`config.mk`:
```
export PLATFORM = sky130hd
export DESIGN_NAME = core_reset_guard
export DESIGN_NICKNAME = d
export VERILOG_FILES = /design/src/rtl/rg_pkg.sv /design/src/rtl/rg_sync.sv /design/src/rtl/rg_ctrl.sv /design/src/rtl/rg_timers.sv /design/src/rtl/core_reset_guard.sv
export SDC_FILE = /design/constraint.sdc
export NUM_CORES = 1
export LEC_CHECK = 0
export BUFFER_PORTS_ARGS = -buffer_cell sky130_fd_sc_hd__buf_2
export CELL_PAD_IN_SITES_DETAIL_PLACEMENT = 0
export CELL_PAD_IN_SITES_GLOBAL_PLACEMENT = 2
export CORE_MARGIN = 1.5
export CORE_UTILIZATION = 37
export CTS_BUF_LIST = sky130_fd_sc_hd__clkbuf_2 sky130_fd_sc_hd__clkbuf_4 sky130_fd_sc_hd__clkbuf_8
export CTS_CLUSTER_DIAMETER = 50
export DETAILED_ROUTE_END_ITERATION = 10
export HOLD_SLACK_MARGIN = 0.05
export MAX_ROUTING_LAYER = met4
export PLACE_DENSITY = 0.89
export SKIP_CTS_REPAIR_TIMING = 1
export SYNTH_ARGS = -nofsm -noshare
export SYNTH_HDL_FRONTEND = slang
export SYNTH_SLANG_ARGS = --single-unit
```
`constraint.sdc`:
```
create_clock -name clk -period 2 [get_ports clk]
set_input_delay 0.2 -clock clk [delete_from_list [all_inputs] [get_ports clk]]
set_output_delay 0.2 -clock clk [all_outputs]
set_load 0.02 [all_outputs]
```
`src/rtl/rg_pkg.sv`:
```
package rg_pkg;
  // strobes from the control side to the hold timers
  typedef struct packed {
    logic railOk;   // rail good, synchronized
    logic extLoad;  // reload the external hold timer
  } guardStrobe_t;
endpackage

```
`src/rtl/rg_sync.sv`:
```
module rg_sync #(
  parameter int   STAGES    = 2,
  parameter logic RESET_VAL = 1'b0
) (
  input  logic clk,
  input  logic arstN,
  input  logic d,
  output logic q
);
  logic [STAGES-1:0] chain;

  always_ff @(posedge clk or negedge arstN) begin
    if (!arstN) chain <= {STAGES{RESET_VAL}};
    else        chain <= {chain[STAGES-2:0], d};
  end

  assign q = chain[STAGES-1];
endmodule

```
`src/rtl/rg_ctrl.sv`:
```
module rg_ctrl
  import rg_pkg::*;
#(
  parameter int SYNC_STAGES = 2
) (
  input  logic         clk,
  input  logic         railGood,
  input  logic         extResetReq,
  input  logic         modSelect,
  input  logic         modReset,
  input  logic         resetPinN,
  input  logic         wdogN,
  input  logic         driveLow,
  output guardStrobe_t strobe,
  output logic         failSafe
);
  localparam int NUM_REQ  = 3;
  localparam int HIST_LEN = SYNC_STAGES;

  logic [NUM_REQ-1:0] reqRaw, reqSync;
  logic railOkSync, pinSync;
  logic [HIST_LEN-1:0] driveHist;
  logic selfMask, outsidePull, hwPair, latchQ;

  // rail-good bridge: asynchronous assert, synchronized release
  rg_sync #(.STAGES(SYNC_STAGES), .RESET_VAL(1'b0)) railBridge (
    .clk(clk), .arstN(railGood), .d(1'b1), .q(railOkSync));

  assign reqRaw = {extResetReq, modSelect, modReset};

  for (genvar i = 0; i < NUM_REQ; i++) begin : g_reqSync
    rg_sync #(.STAGES(SYNC_STAGES), .RESET_VAL(1'b0)) reqSyncI (
      .clk(clk), .arstN(railGood), .d(reqRaw[i]), .q(reqSync[i]));
  end

  rg_sync #(.STAGES(SYNC_STAGES), .RESET_VAL(1'b1)) pinSyncI (
    .clk(clk), .arstN(railGood), .d(resetPinN), .q(pinSync));

  // own drive history masks the readback until the pin has settled
  always_ff @(posedge clk or negedge railGood) begin
    if (!railGood) driveHist <= '1;
    else           driveHist <= {driveHist[HIST_LEN-2:0], driveLow};
  end

  assign selfMask    = driveLow | (|driveHist);
  assign outsidePull = !pinSync && !selfMask;
  assign hwPair      = reqSync[1] && reqSync[0];

  assign strobe.railOk  = railOkSync;
  assign strobe.extLoad = reqSync[2] | hwPair | outsidePull;

  // fail-safe latch: any driven reset clears, watchdog strobe sets
  always_ff @(posedge clk or negedge railGood) begin
    if (!railGood)   latchQ <= 1'b0;
    else if (driveLow) latchQ <= 1'b0;
    else if (!wdogN) latchQ <= 1'b1;
  end

  assign failSafe = latchQ;


  wdog_sets_latch_chk: assert property (@(posedge clk) disable iff (!railGood)
    (!wdogN && !driveLow) |=> failSafe);


  latch_persist_chk: assert property (@(posedge clk) disable iff (!railGood)
    (failSafe && !driveLow) |=> failSafe);
endmodule

```
`src/rtl/rg_timers.sv`:
```
module rg_timers
  import rg_pkg::*;
#(
  parameter int RAIL_CYCLES = 100,
  parameter int EXT_CYCLES  = 24
) (
  input  logic         clk,
  input  logic         railGood,
  input  guardStrobe_t strobe,
  output logic         driveLow
);
  localparam int RW = $clog2(RAIL_CYCLES + 1);
  localparam int EW = $clog2(EXT_CYCLES + 1);
  localparam logic [RW-1:0] RAIL_END = RW'(RAIL_CYCLES);
  localparam logic [EW-1:0] EXT_END  = EW'(EXT_CYCLES);

  logic [RW-1:0] railCnt;
  logic [EW-1:0] extCnt;
  logic railBusy, extBusy;

  // rail hold: counts up from zero while the rail stays good
  always_ff @(posedge clk or negedge railGood) begin
    if (!railGood)           railCnt <= '0;
    else if (!strobe.railOk) railCnt <= '0;
    else if (railBusy)       railCnt <= railCnt + 1'b1;
  end

  // external hold: reloads while requested, then counts down
  always_ff @(posedge clk or negedge railGood) begin
    if (!railGood)          extCnt <= '0;
    else if (strobe.extLoad) extCnt <= EXT_END;
    else if (extBusy)       extCnt <= extCnt - 1'b1;
  end

  assign railBusy = (railCnt != RAIL_END);
  assign extBusy  = (extCnt != '0);
  assign driveLow = railBusy | extBusy;


  rail_step_chk: assert property (@(posedge clk) disable iff (!railGood)
    (strobe.railOk && railBusy) |=> (railCnt == $past(railCnt) + 1'b1));


  rail_restart_chk: assert property (@(posedge clk) disable iff (!railGood)
    !strobe.railOk |=> (railCnt == '0));


  ext_reload_chk: assert property (@(posedge clk) disable iff (!railGood)
    strobe.extLoad |=> (extCnt == EXT_END));


  ext_countdown_chk: assert property (@(posedge clk) disable iff (!railGood)
    (extBusy && !strobe.extLoad) |=> (extCnt == $past(extCnt) - 1'b1));
endmodule

```
`src/rtl/core_reset_guard.sv`:
```
module core_reset_guard
  import rg_pkg::*;
#(
  parameter int CLK_KHZ         = 200000,
  parameter int RAIL_HOLD_MS    = 130,
  parameter int EXT_HOLD_CYCLES = 24,
  parameter int SYNC_STAGES     = 2
) (
  input  logic clk,
  input  logic railGood,
  input  logic extResetReq,
  input  logic modSelect,
  input  logic modReset,
  input  logic resetPinN,
  input  logic wdogN,
  input  logic txRequest,
  output logic resetDriveLow,
  output logic haltDriveLow,
  output logic failSafe,
  output logic txEnable
);
  localparam int RAIL_CYCLES = CLK_KHZ * RAIL_HOLD_MS;

  guardStrobe_t strobe;
  logic driveLow;

  rg_ctrl #(.SYNC_STAGES(SYNC_STAGES)) ctrl (
    .clk(clk), .railGood(railGood), .extResetReq(extResetReq),
    .modSelect(modSelect), .modReset(modReset), .resetPinN(resetPinN),
    .wdogN(wdogN), .driveLow(driveLow), .strobe(strobe), .failSafe(failSafe));

  rg_timers #(.RAIL_CYCLES(RAIL_CYCLES), .EXT_CYCLES(EXT_HOLD_CYCLES)) timers (
    .clk(clk), .railGood(railGood), .strobe(strobe), .driveLow(driveLow));

  assign resetDriveLow = driveLow;
  assign haltDriveLow  = driveLow;
  assign txEnable      = txRequest & ~failSafe;


  always @(posedge clk) begin
    if (!railGood) begin
      rail_low_drive_chk: assert (resetDriveLow && haltDriveLow);
    end
  end
endmodule

```
==> After elaboration in Yosys (flattened, before gate mapping) <==
Cells that the tools add are included.
{ "totals": {"register_bits": 43, "input_bits": 8, "word_cells": 33} }
{ "op_classes": {"addsub": 2, "n_eq_ne": 3, "mux": 6, "bitwise_logic": 6, "reduce_logical": 7} }
{ "ops": {"columns": ["op", "count"], "rows": [
  ["two-way mux 25 bit", 2],
  ["adder 25 x 1 -> 25 bit (second input constant)", 1],
  ["inequality test 25 bit (second input constant)", 1],
  ["two-way mux 5 bit", 2],
  ["nonzero test 5 bit", 1],
  ["subtractor 5 x 1 -> 5 bit (second input constant)", 1],
  ["inequality test 2 x 1 -> 1 bit (second input constant)", 2],
  ["OR 1 bit", 4],
  ["logical AND 1 bit", 2],
  ["logical NOT 1 bit", 2],
  ["two-way mux 1 bit", 2],
  ["nonzero test 2 bit", 1],
  ["OR reduction 2 bit", 1],
  ["bitwise AND 1 bit", 1],
  ["inverter 1 bit", 1]
]} }

==> Depth between registers and ports, before layout <==
Gate-level depths: netlist of the first run.
{ "logic_depth": {"word_depth": 7, "depth_mapped": 6, "depth_no_buf": 6} }

==> Hierarchy <==
A second synthesis of the first run with hierarchy kept.
{ "unflattened": {"cells_unflattened": 189, "area_unflattened_um2": 1980.6} }
{ "by_module_without_submodules": {"columns": ["module", "instances", "cells_each", "area_each_um2", "seq_area_each_um2"], "rows": [
  ["rg_timers", 1, 168, 1587.8, 750.7],
  ["rg_sync (ctrl.g_reqSync[0].reqSyncI ...)", 4, 2, 50.0, 50.0],
  ["rg_ctrl", 1, 9, 118.9, 77.6],
  ["rg_sync (ctrl.pinSyncI)", 1, 2, 52.6, 52.6],
  ["core_reset_guard", 1, 2, 21.3, 0.0]
]} }

==> Least setup slack after synthesis of the first run <==
OpenSTA, ideal clock, no wires.
{ "synth_path": {"path_type": "register to register", "from": "register timers.railCnt[2]", "to": "register timers.railCnt[23]", "arrival_time_ns": 1.864, "t_required_ns": 1.922, "slack_ns": 0.057, "path_stages_with_launch": 7, "n_path_buf": 2, "cell_sequence": "dfrtp_1 buf_2 nand4_4 or4_4 buf_6 or4_1 a21oi_1"} }
{ "synth_via": {"elab_chain_len": 3, "elab_cells_between_ends": 5, "classes_between": "add/sub: 1; eq/ne: 2; mux: 2"} }
{ "synth_lines": {"columns": ["item", "line_no", "source"], "rows": [
  ["start, declared", "rg_timers.sv:17", "logic [RW-1:0] railCnt;"],
  ["start signal, assigned", "rg_timers.sv:25", "else if (railBusy) railCnt <= railCnt + 1'b1;"],
  ["adder 25 x 1 -> 25 bit", "rg_timers.sv:25", null],
  ["two-way mux 25 bit", "rg_timers.sv:25", null],
  ["two-way mux 25 bit", "rg_timers.sv:24", "else if (!strobe.railOk) railCnt <= '0;"]
]} }
Parallel ways exist; a longest one is shown, timed or not. The select of a mux whose other input is x is not followed.
A chain may end at the register's enable or synchronous reset.

==> Worst setup path in the final report of the first run <==
{ "layout_path": {"from": "register timers.railCnt[2]", "to": "output port resetDriveLow"} }
{ "layout_via": {"elab_chain_len": 2} }
{ "layout_lines": {"columns": ["item", "line_no", "source"], "rows": [
  ["inequality test 25 bit", "rg_timers.sv:35", "assign railBusy = (railCnt != RAIL_END);"],
  ["OR 1 bit", "rg_timers.sv:37", "assign driveLow = railBusy | extBusy;"],
  ["end, declared", "core_reset_guard.sv:17", "output logic resetDriveLow,"]
]} }
Every way passes these cells.

==> results of run 1 <==
==> power groups by stage <==
stage	clock, uW	combinational, uW	sequential, uW
2_1_floorplan	0	68.5	931
3_3_place_gp	0	122	938
3_5_place_dp	0	125	938
4_1_cts	593	124	921
5_1_grt	633	163	928
6_report	571	143	924
==> state kept, by name (all words and copies together) (netlist names) <==
signal and count:
ctrl.failSafe 1, timers.railCnt 25, ctrl.driveHist 2, ctrl.pinSyncI.chain 2, ctrl.g_reqSync.reqSyncI.chain 6, ctrl.railBridge.chain 2
timers.extCnt 5
==> synthesized netlist by cell type <==
master and instances:
and4_1 2, or4_1 9, buf_2 2, nand3_1 12, nand4b_1 1, inv_1 12
ha_1 4, a21o_1 1, conb_1 1, nand2_1 10, nor4bb_1 1, buf_6 1
nor2b_1 1, nor2_1 17, a211oi_1 1, or4b_2 3, mux2i_1 3, clkbuf_1 2
xnor2_1 6, dfrtp_1 39, nand4_4 1, o311ai_0 1, a2bb2oi_1 1, dfstp_2 4
nor3_1 4, nor4_1 9, a31o_2 2, or3_1 5, nor4b_1 3, o41ai_1 1
o21ai_0 7, nand4_1 6, buf_4 1, xor2_1 4, nand2b_1 6, or4_4 1
o31ai_1 6, a21oi_1 16
==> path summary, 6_finish.rpt <==
path                                     startpoint                        to
setup / recovery                  timers.railCnt[2]             resetDriveLow
hold / removal                                wdogN             ctrl.failSafe
setup reg to reg                  timers.railCnt[6]        timers.railCnt[19]
hold reg to reg            ctrl.railBridge.chain[0]  ctrl.railBridge.chain[1]
max in group asynchronous                  railGood         ctrl.driveHist[1]
min in group asynchronous                  railGood        timers.railCnt[14]
==> critical path: stages (launching register included) <==
cell and delay, ns:
dfrtp_2 0.45, buf_4 0.17, nor4b_4 0.27, and4_4 0.30, nand3_4 0.11, buf_6 0.17
==> cell type report <==
class / count / area [sq um] / area share
multi-input combinational: 146 / 1067 / 0.3874
clock inverter: 3 / 23.77 / 0.008629
inverter: 12 / 45.04 / 0.01635
sequential: 43 / 1084 / 0.3933
tap: 72 / 90.09 / 0.03270
clock buffer: 5 / 68.82 / 0.02498
timing repair buffer: 49 / 376.6 / 0.1367
==> cell usage in the layout (no fill, tap or decap), drive strengths merged, types with 6 or more instances in the layout <==
cell type  instances
a21oi             16
buf               44
dfrtp             39
inv               13
nand2             10
nand2b             6
nand3             12
nand4              7
nor2              17
nor4               9
o21ai              7
o31ai              6
or4               11
xnor2              6
==> stage by stage <==
step,total power (uW),hold slack [ns],setup slack [ns],instance area [sq um]
2_1_floorplan,1000,-0.09559,0.05740,2096
5_1_grt,1724,0.05715,-0.04226,2755
3_5_place_dp,1062,0.1406,0.04021,2430
3_3_place_gp,1059,0.1403,0.06115,2430
4_1_cts,1638,-0.1939,-0.2771,2522
6_report,1638,0.06796,0.03905,2755
==> cells by family after synthesis <==
family	after synthesis	share of synthesized area
AOI/OAI and AO/OA	36	0.1045
xor gates and xnor gates	10	0.04179
adders and majority gates	4	0.02388
buffers and inverters	18	0.03881
DFF	43	0.5158
muxes	3	0.01433
other	1	0.001789
and+or+nand+nor	91	0.2591
==> routing by layer <==
metal / track usage / vias to the layer above
met5: - / -
met3: 0.03605 / 9
li1: - / 863
met2: 0.2565 / 42
met1: 0.2459 / 887
met4: 0.06964 / 0
==> out/summary.txt, run 1 <==
Type of destination of the critical path: output pin
Floorplan die area: 6125 sq um
Data arrival, critical path: 1.76 ns
Sequential power share: 0.564
Final RePlAce weighted congestion: 1.005
Top-level port count: 12
Outcome: complete, no violations
Average detailed-routed wire length per instance: 15.43 um
Portion of synthesized cell area occupied by the leading cell type: 0.4657
MaxCap Viol Count: 0
Setup slack, reg-to-reg: 0.05 ns
Hold Fails Final Rpt: 0
Clock share of power: 0.349
Data required time at the worst endpoint: 1.80 ns
Switching share of power: 0.2591
# diodes: 0
Share of power burned in combinational logic: 0.087
Layout cell share with drive strength beyond 1: 0.3372
Non-Filler Instances: 330
Worst Clk Skew: 0.005659 ns
Clk_lat worst skew: 0.30 ns
Pre-antenna DRT Iters: 4
Clk sink count: 43
Yosys cell types: 38
Hold path cells: 2
Initial standard-cell utilization of the core: 0.3829
Cell count after synthesis: 206
Area added between synthesis and finish: 31.46%
Iter 0 DRT Violations: 117
Net load switching power: 424.4 uW
Count of cells along the worst register-to-register path: 4
Total routed wire length on the met1 layer: 2430 um
Clock transition at path regs: 0.09 ns
Met3 WL post-DR: 240 um
Number of endpoints failing setup at the final stage: 0
Total of warnings raised by yosys: 0
Total power per unit cell area: 594.5 nW/um^2
Layout Nets: 269
DIE WIDTH: 78.26 um
HPWL reported at the end of detailed placement: 3519 um
CTS buffer count: 5
Number of filler cells placed in the layout: 520
Post-route DRC violation count: 0
Clock buffer depth: 2
Highest net fanout along the worst path: 4
Sequential fraction of the synthesis area: 0.5158
Final cell utilization of the core: 0.5034
Internal Pwr Total: 1213 uW
Max-slew violation count: 0
Core outline area: 5473 sq um
Final wirelength: 5092 um
Cell type contributing the most total cell area after synthesis: dfrtp_1
Critical path class: reg -> out
Vias: 1801
Post-DR vias/cell: 5.458
Pin count of the biggest net entering global routing: 29
All-layer global routing usage: 0.1778
Leakage power total: 0.001093 uW
Post-synthesis net count: 218
Setup TNS after final layout: 0 ns
Post-layout min period: 1.961 ns
Root Driver: clkbuf_8
Average instance area after synthesis: 10.17 sq um
Flip-flop and latch count after synthesis: 43
CTS H-Tree Depth: 2
Tightest Hold Check Type: in -> reg
Type of element launching the critical path: register
Wire length of the first global-routing pass: 8086 um
Final critical-path share of the clock period: 0.9805
CTS tree: done
Routed length on met2: 2312 um
Grt ovf: 0
Antenna Nets Post-Route: 0
Top cells by area, synth: dfrtp_1 47%, dfstp_2 5.0%, a21oi_1 3.8%
Unrepaired setup endpoints after global routing: yes
Top Layer Used: met4
Dpl cells: 313
Number of antenna violations at the first check in global routing: 0
Netlist area before placement: 2096 sq um
Number of placement rows: 27
Port Buffer Count: 11
Vert. Die Dim: 78.26 um
Largest vdd supply drop: 0.6461 mV
Achievable Freq: 0.5100 GHz
Vias in the first global route: 1638
(Power assumes the default switching activity.)
==> inputs of run 2 (changes only) <==
- CORE_ASPECT_RATIO: default -> 1.2
==> run 2 against run 1 <==
Clock skew increased by 0.0022 ns. Sequential share of layout area increased by 0.27 points. Highest routed layer unchanged. Non-clock buffer count increased by 4. Cell area decreased by 0.45%. Total power decreased by 0.11%. Clock power decreased by 2%. Utilization increased by 0.73 points. Sequential power about the same. Register-to-register slack about the same. Maximum frequency decreased by 1.3%. Via count decreased by 4.6%. First-iteration DRC count decreased by 32%.
==> out/summary.txt, run 2 (synthesis results as in run 1) <==
# diodes: 0 (unchanged)
Iter 0 DRT Violations: 79 (-32%)
Count of cells along the worst register-to-register path: 4 (unchanged)
Area of the multi-input gates: 1037 sq um (-2.8%)
Top-level port count: 12 (unchanged)
Max FFs per register: 25 (unchanged)
Capturing instance or port of the critical path: resetDriveLow
Remaining max-slew budget at the tightest pin: 0.4645
Layout Nets: 272 (+1.1%)
Transition time of the tightest slew-check pin: 0.8032 ns
Highest-count cells in the layout ignoring fill and taps: 36 x buf_4, 35 x dfrtp_1, 17 x nor2_1, 16 x a21oi_1, 11 x nand3_1
Vias: 1719 (-4.6%)
All-layer global routing usage: 0.1689 (-0.008935)
Setup TNS after final layout: 0 ns (unchanged)
Post-DR vias/cell: 5.322 (-2.5%)
Core outline area: 5370 sq um (-1.9%)
Number of placement rows: 29 (+7.4%)
Highest net fanout along the worst path: 4 (unchanged)
Number of endpoints failing setup at the final stage: 0 (unchanged)
Worst Clk Skew: 0.007848 ns (+0.002190 ns)
Vias in the first global route: 1639 (+0.061%)
Net load switching power: 415.0 uW (-2.2%)
Non-Filler Instances: 323 (-2.1%)
Number of antenna violations at the first check in global routing: 0 (unchanged)
Post-layout min period: 1.986 ns (+0.02546 ns)
Dpl cells: 300 (-4.2%)
Final RePlAce weighted congestion: 0.7868 (-22%)
Area added between synthesis and finish: 30.87%
Final critical-path share of the clock period: 0.9932 (+0.01273)
Start of the worst register-to-register path: timers.railCnt[5]
Post-route DRC violation count: 0 (unchanged)
Pin count of the biggest net entering global routing: 37 (+28%)
Grt ovf: 0 (unchanged)
Initial standard-cell utilization of the core: 0.3903 (+0.007316)
Slowest stage delay, CP: 0.41 ns (-0.04 ns)
Largest vdd supply drop: 0.2780 mV (-57%)
Port Buffer Count: 11 (unchanged)
Root Driver: clkbuf_8
Data required time at the worst endpoint: 1.80 ns (about the same)
Critical Path, Cell by Cell: buf_6, inv_4, ha_4, nor4bb_4, and4_1, nand3_2, buf_6
Most common cell after layout, fill and taps aside: buf_4
Top register by number of flip-flops: timers.railCnt
Most common cell type on the critical path: buf_6
Crit. Startpoint: timers.railCnt[1]
Switching share of power: 0.2536 (-0.005472)
DIE WIDTH: 71.71 um (-8.4%)
Average detailed-routed wire length per instance: 14.89 um (-3.5%)
Kind of cell adding the most delay to the critical path: simple AND/OR/NAND/NOR gates
HPWL reported at the end of detailed placement: 3342 um (-5.0%)
CTS H-Tree Depth: 2 (unchanged)
Clk sink count: 43 (unchanged)
Critical path class: reg -> out
Wire length of the first global-routing pass: 7852 um (-2.9%)
Floorplan die area: 6127 sq um (about the same)
Clock transition at path regs: 0.08 ns (about the same)
Total power per unit cell area: 596.6 nW/um^2 (+0.35%)
Unrepaired setup endpoints after global routing: yes
Clock share of power: 0.344 (-0.005)
Tightest Hold Check Type: in -> reg
Type of destination of the critical path: output pin
CTS buffer count: 5 (unchanged)
Sequential power share: 0.563 (about the same)
MaxCap Viol Count: 0 (unchanged)
Layout cell share with drive strength beyond 1: 0.3218 (-0.01537)
Total number of cells along the worst setup path: 7 (+2)
Critical-path cell with the highest stage delay: dfrtp_1
Achievable Freq: 0.5034 GHz (-1.3%)
Register area: 1086 sq um (+0.23%)
Worst Path Buf+Inv: 3 (+1)
Leakage power total: 0.001114 uW (+1.9%)
Clock buffer depth: 2 (unchanged)
Hold Fails Final Rpt: 0 (unchanged)
Vert. Die Dim: 85.45 um (+9.2%)
Antenna Nets Post-Route: 0 (unchanged)
Outcome: complete, no violations
Data arrival, critical path: 1.79 ns (+0.03 ns)
Internal Pwr Total: 1221 uW (+0.63%)
Pre-antenna DRT Iters: 4 (unchanged)
Number of filler cells placed in the layout: 515 (-0.96%)
Setup slack, reg-to-reg: 0.06 ns (about the same)
Registers with the most flip-flops: timers.railCnt x25, ctrl.g_reqSync.reqSyncI.chain x6, timers.extCnt x5
Final wirelength: 4809 um (-5.6%)
CTS tree: done
Reg-to-Reg End: timers.extCnt[1]
Max-slew violation count: 0 (unchanged)
Share of power burned in combinational logic: 0.094 (+0.007)
Type of element launching the critical path: register
Clk_lat worst skew: 0.30 ns (about the same)
-- run 2: stage by stage --
stage / total power, uW / worst slack, ns / util / hold slack [ns] / cell area [sq um]
finish: 1636 / 0.01359 / 0.5107 / 0.05520 / 2743
global route: 1717 / -0.08029 / 0.5107 / 0.06053 / 2743
CTS: 1635 / -0.2782 / 0.4632 / -0.01745 / 2487
detailed placement: 1062 / 0.02253 / 0.4459 / 0.3092 / 2395
global placement: 1062 / -0.01457 / 0.4459 / 0.3081 / 2395
floorplan: 1000 / 0.05740 / - / -0.09559 / 2096
-- run 2: worst min-delay path by stage --
stage | start | endpoint | cells past startpoint
after floorplan | railGood | ctrl.failSafe | 0
after global placement | modSelect | ctrl.g_reqSync[1].reqSyncI.chain[0] | 1
after detailed placement | resetPinN | ctrl.pinSyncI.chain[0] | 1
after CTS | resetPinN | ctrl.pinSyncI.chain[0] | 1
after global routing | wdogN | ctrl.failSafe | 2
final | wdogN | ctrl.failSafe | 2
-- run 2: cell type report --
type	count	share of cell area
clock buffers	5	0.02509
clock inverters	3	0.008668
inverters	12	0.01825
multi-input cells	145	0.3782
flip-flops and latches	43	0.3960
well taps	62	0.02828
repair buffers	53	0.1455
-- run 2: power groups by stage --
stage	registers, uW	logic [uW]	clock network (uW)
6_report	921	153	562
3_5_place_dp	937	125	0
5_1_grt	925	174	618
4_1_cts	921	125	589
3_3_place_gp	937	125	0
2_1_floorplan	931	68.5	0
-- run 2: per-layer routing --
| metal | share of wire | track usage |
|---|---|---|
| met5 | 0 | - |
| met4 | 0.016 | 0.06861 |
| met3 | 0.021 | 0.02850 |
| met2 | 0.51 | 0.2710 |
| met1 | 0.46 | 0.2108 |
==> inputs of run 3 (changes only) <==
- BUFFER_PORTS_ARGS: -buffer_cell sky130_fd_sc_hd__buf_2 -> -buffer_cell sky130_fd_sc_hd__buf_4
- SLEW_MARGIN: default -> 5
==> run 3 against run 2 <==
Clock skew down 0.0033 ns. Critical endpoint unchanged. Critical path type unchanged. Largest cell class unchanged. Setup slack improved by 0.033 ns. Maximum frequency is 1.7% higher.
==> out/summary.txt, run 3 (synthesis results as in run 1) <==
Transition time of the tightest slew-check pin: 0.5487 ns (-0.2545 ns)
CTS buffer count: 5 (unchanged)
HPWL reported at the end of detailed placement: 3236 um (-3.2%)
Initial standard-cell utilization of the core: 0.3903 (unchanged)
CTS H-Tree Depth: 2 (unchanged)
Type of element launching the critical path: register
Clock buffer depth: 2 (unchanged)
Layout cell share with drive strength beyond 1: 0.3282 (+0.006346)
Critical path class: reg -> out
Pin count of the biggest net entering global routing: 44 (+19%)
Worst Clk Skew: 0.004557 ns (-0.003292 ns)
Final RePlAce weighted congestion: 0.7840 (-0.36%)
Top register by number of flip-flops: timers.railCnt
Layout Nets: 270 (-0.74%)
Root Driver: clkbuf_8
Final wirelength: 4721 um (-1.8%)
Vias in the first global route: 1643 (+0.24%)
Antenna Nets Post-Route: 0 (unchanged)
Grt ovf: 0 (unchanged)
All-layer global routing usage: 0.1696 (+0.0007243)
Number of endpoints failing setup at the final stage: 0 (unchanged)
Crit. Startpoint: timers.railCnt[0]
Area added between synthesis and finish: 32.00%
Number of antenna violations at the first check in global routing: 0 (unchanged)
Data required time at the worst endpoint: 1.80 ns (about the same)
Max-slew violation count: 0 (unchanged)
Vias: 1732 (+0.76%)
Registers with the most flip-flops: timers.railCnt x25, ctrl.g_reqSync.reqSyncI.chain x6, timers.extCnt x5
Port Buffer Count: 11 (unchanged)
Top-level port count: 12 (unchanged)
Count of cells along the worst register-to-register path: 6 (+2)
Most common cell after layout, fill and taps aside: buf_4
Placed Area: 2407 sq um (+0.52%)
Pre-antenna DRT Iters: 4 (unchanged)
Clk_lat worst skew: 0.30 ns (about the same)
CTS tree: done
MaxCap Viol Count: 0 (unchanged)
Largest vdd supply drop: 0.3184 mV (+15%)
Remaining max-slew budget at the tightest pin: 0.6342 (+0.1696)
Post-DR vias/cell: 5.396 (+1.4%)
Total power per unit cell area: 593.2 nW/um^2 (-0.56%)
# diodes: 0 (unchanged)
Type of destination of the critical path: output pin
Leakage power total: 0.001110 uW (-0.35%)
Floorplan die area: 6127 sq um (unchanged)
Max FFs per register: 25 (unchanged)
Vert. Die Dim: 85.45 um (unchanged)
Data arrival, critical path: 1.75 ns (-0.04 ns)
Unrepaired setup endpoints after global routing: yes
Setup slack, reg-to-reg: 0.07 ns (about the same)
Achievable Freq: 0.5120 GHz (+1.7%)
Core outline area: 5370 sq um (unchanged)
Highest net fanout along the worst path: 4 (unchanged)
Post-layout min period: 1.953 ns (-0.03312 ns)
Outcome: complete, no violations
Non-Filler Instances: 321 (-0.62%)
Number of placement rows: 29 (unchanged)
Number of filler cells placed in the layout: 479 (-7.0%)
Iter 0 DRT Violations: 92 (+16%)
DIE WIDTH: 71.71 um (unchanged)
Min-Delay Startpoint: wdogN
Clock transition at path regs: 0.09 ns (about the same)
Clk sink count: 43 (unchanged)
Tightest Hold Check Type: in -> reg
Hold path cells: 2 (unchanged)
Reg-to-Reg End: timers.railCnt[19]
Summed area of non-filler cells in the final layout: 2766 sq um (+0.87%)
Final critical-path share of the clock period: 0.9766 (-0.01656)
Overall power: 1641 uW (+0.30%)
Highest-count cells in the layout ignoring fill and taps: 42 x buf_4, 34 x dfrtp_1, 17 x nor2_1, 15 x a21oi_1
Wire length of the first global-routing pass: 8010 um (+2.0%)
Post-route DRC violation count: 0 (unchanged)
Hold Fails Final Rpt: 0 (unchanged)
Dpl cells: 298 (-0.67%)
Worst Hold End: ctrl.failSafe
Average detailed-routed wire length per instance: 14.71 um (-1.2%)
Start of the worst register-to-register path: timers.railCnt[4]
run 3: final cells by class:
class | instances | area, sq um | area share
Tap cell | 62 | 77.57 | 0.02804
Timing Repair Buffer | 51 | 410.4 | 0.1483
Clock buffer | 5 | 68.82 | 0.02488
Inverter | 12 | 50.05 | 0.01809
Multi-Input combinational cell | 145 | 1049 | 0.3790
Sequential cell | 43 | 1087 | 0.3930
Clock inverter | 3 | 23.77 | 0.008593
run 3: how the worst max path moves through the flow:
stage	to	depth (start not counted)
5_1_grt	resetDriveLow	7
2_1_floorplan	timers.railCnt[23]	6
6_report	resetDriveLow	7
3_3_place_gp	timers.railCnt[19]	4
3_5_place_dp	timers.extCnt[0]	4
4_1_cts	resetDriveLow	7
run 3: per-stage QoR:
step	utilization	setup TNS, ns	setup WS (ns)	hold WS (ns)
2_1_floorplan	-	0	0.05740	-0.09559
3_3_place_gp	0.4483	0	0.05157	0.2210
3_5_place_dp	0.4483	0	0.01748	0.2286
4_1_cts	0.4655	-0.6272	-0.3140	-0.09777
5_1_grt	0.5151	-0.07727	-0.03150	0.05718
6_report	0.5151	0	0.04671	0.05555
run 3: report_power, final:
part | internal [uW] | total [uW] | switching (uW)
logic | 76.7 | 154 | 76.9
registers | 896 | 920 | 23.7
clock network | 250 | 567 | 318
run 3: worst max-delay path: stages (launching register included):
cell,delay (ns)
dfrtp_1,0.40
buf_6,0.13
inv_4,0.05
ha_4,0.12
nor4bb_4,0.21
and4_4,0.28
nand3_4,0.10
buf_6,0.17
run 3: per-layer routing:
metal | up-vias | global-route usage | routed length, um
met5 | - | - | 0
met4 | 0 | 0.07204 | 120
met3 | 9 | 0.02613 | 97
met2 | 22 | 0.2618 | 2310
met1 | 835 | 0.2215 | 2192
li1 | 866 | - | -
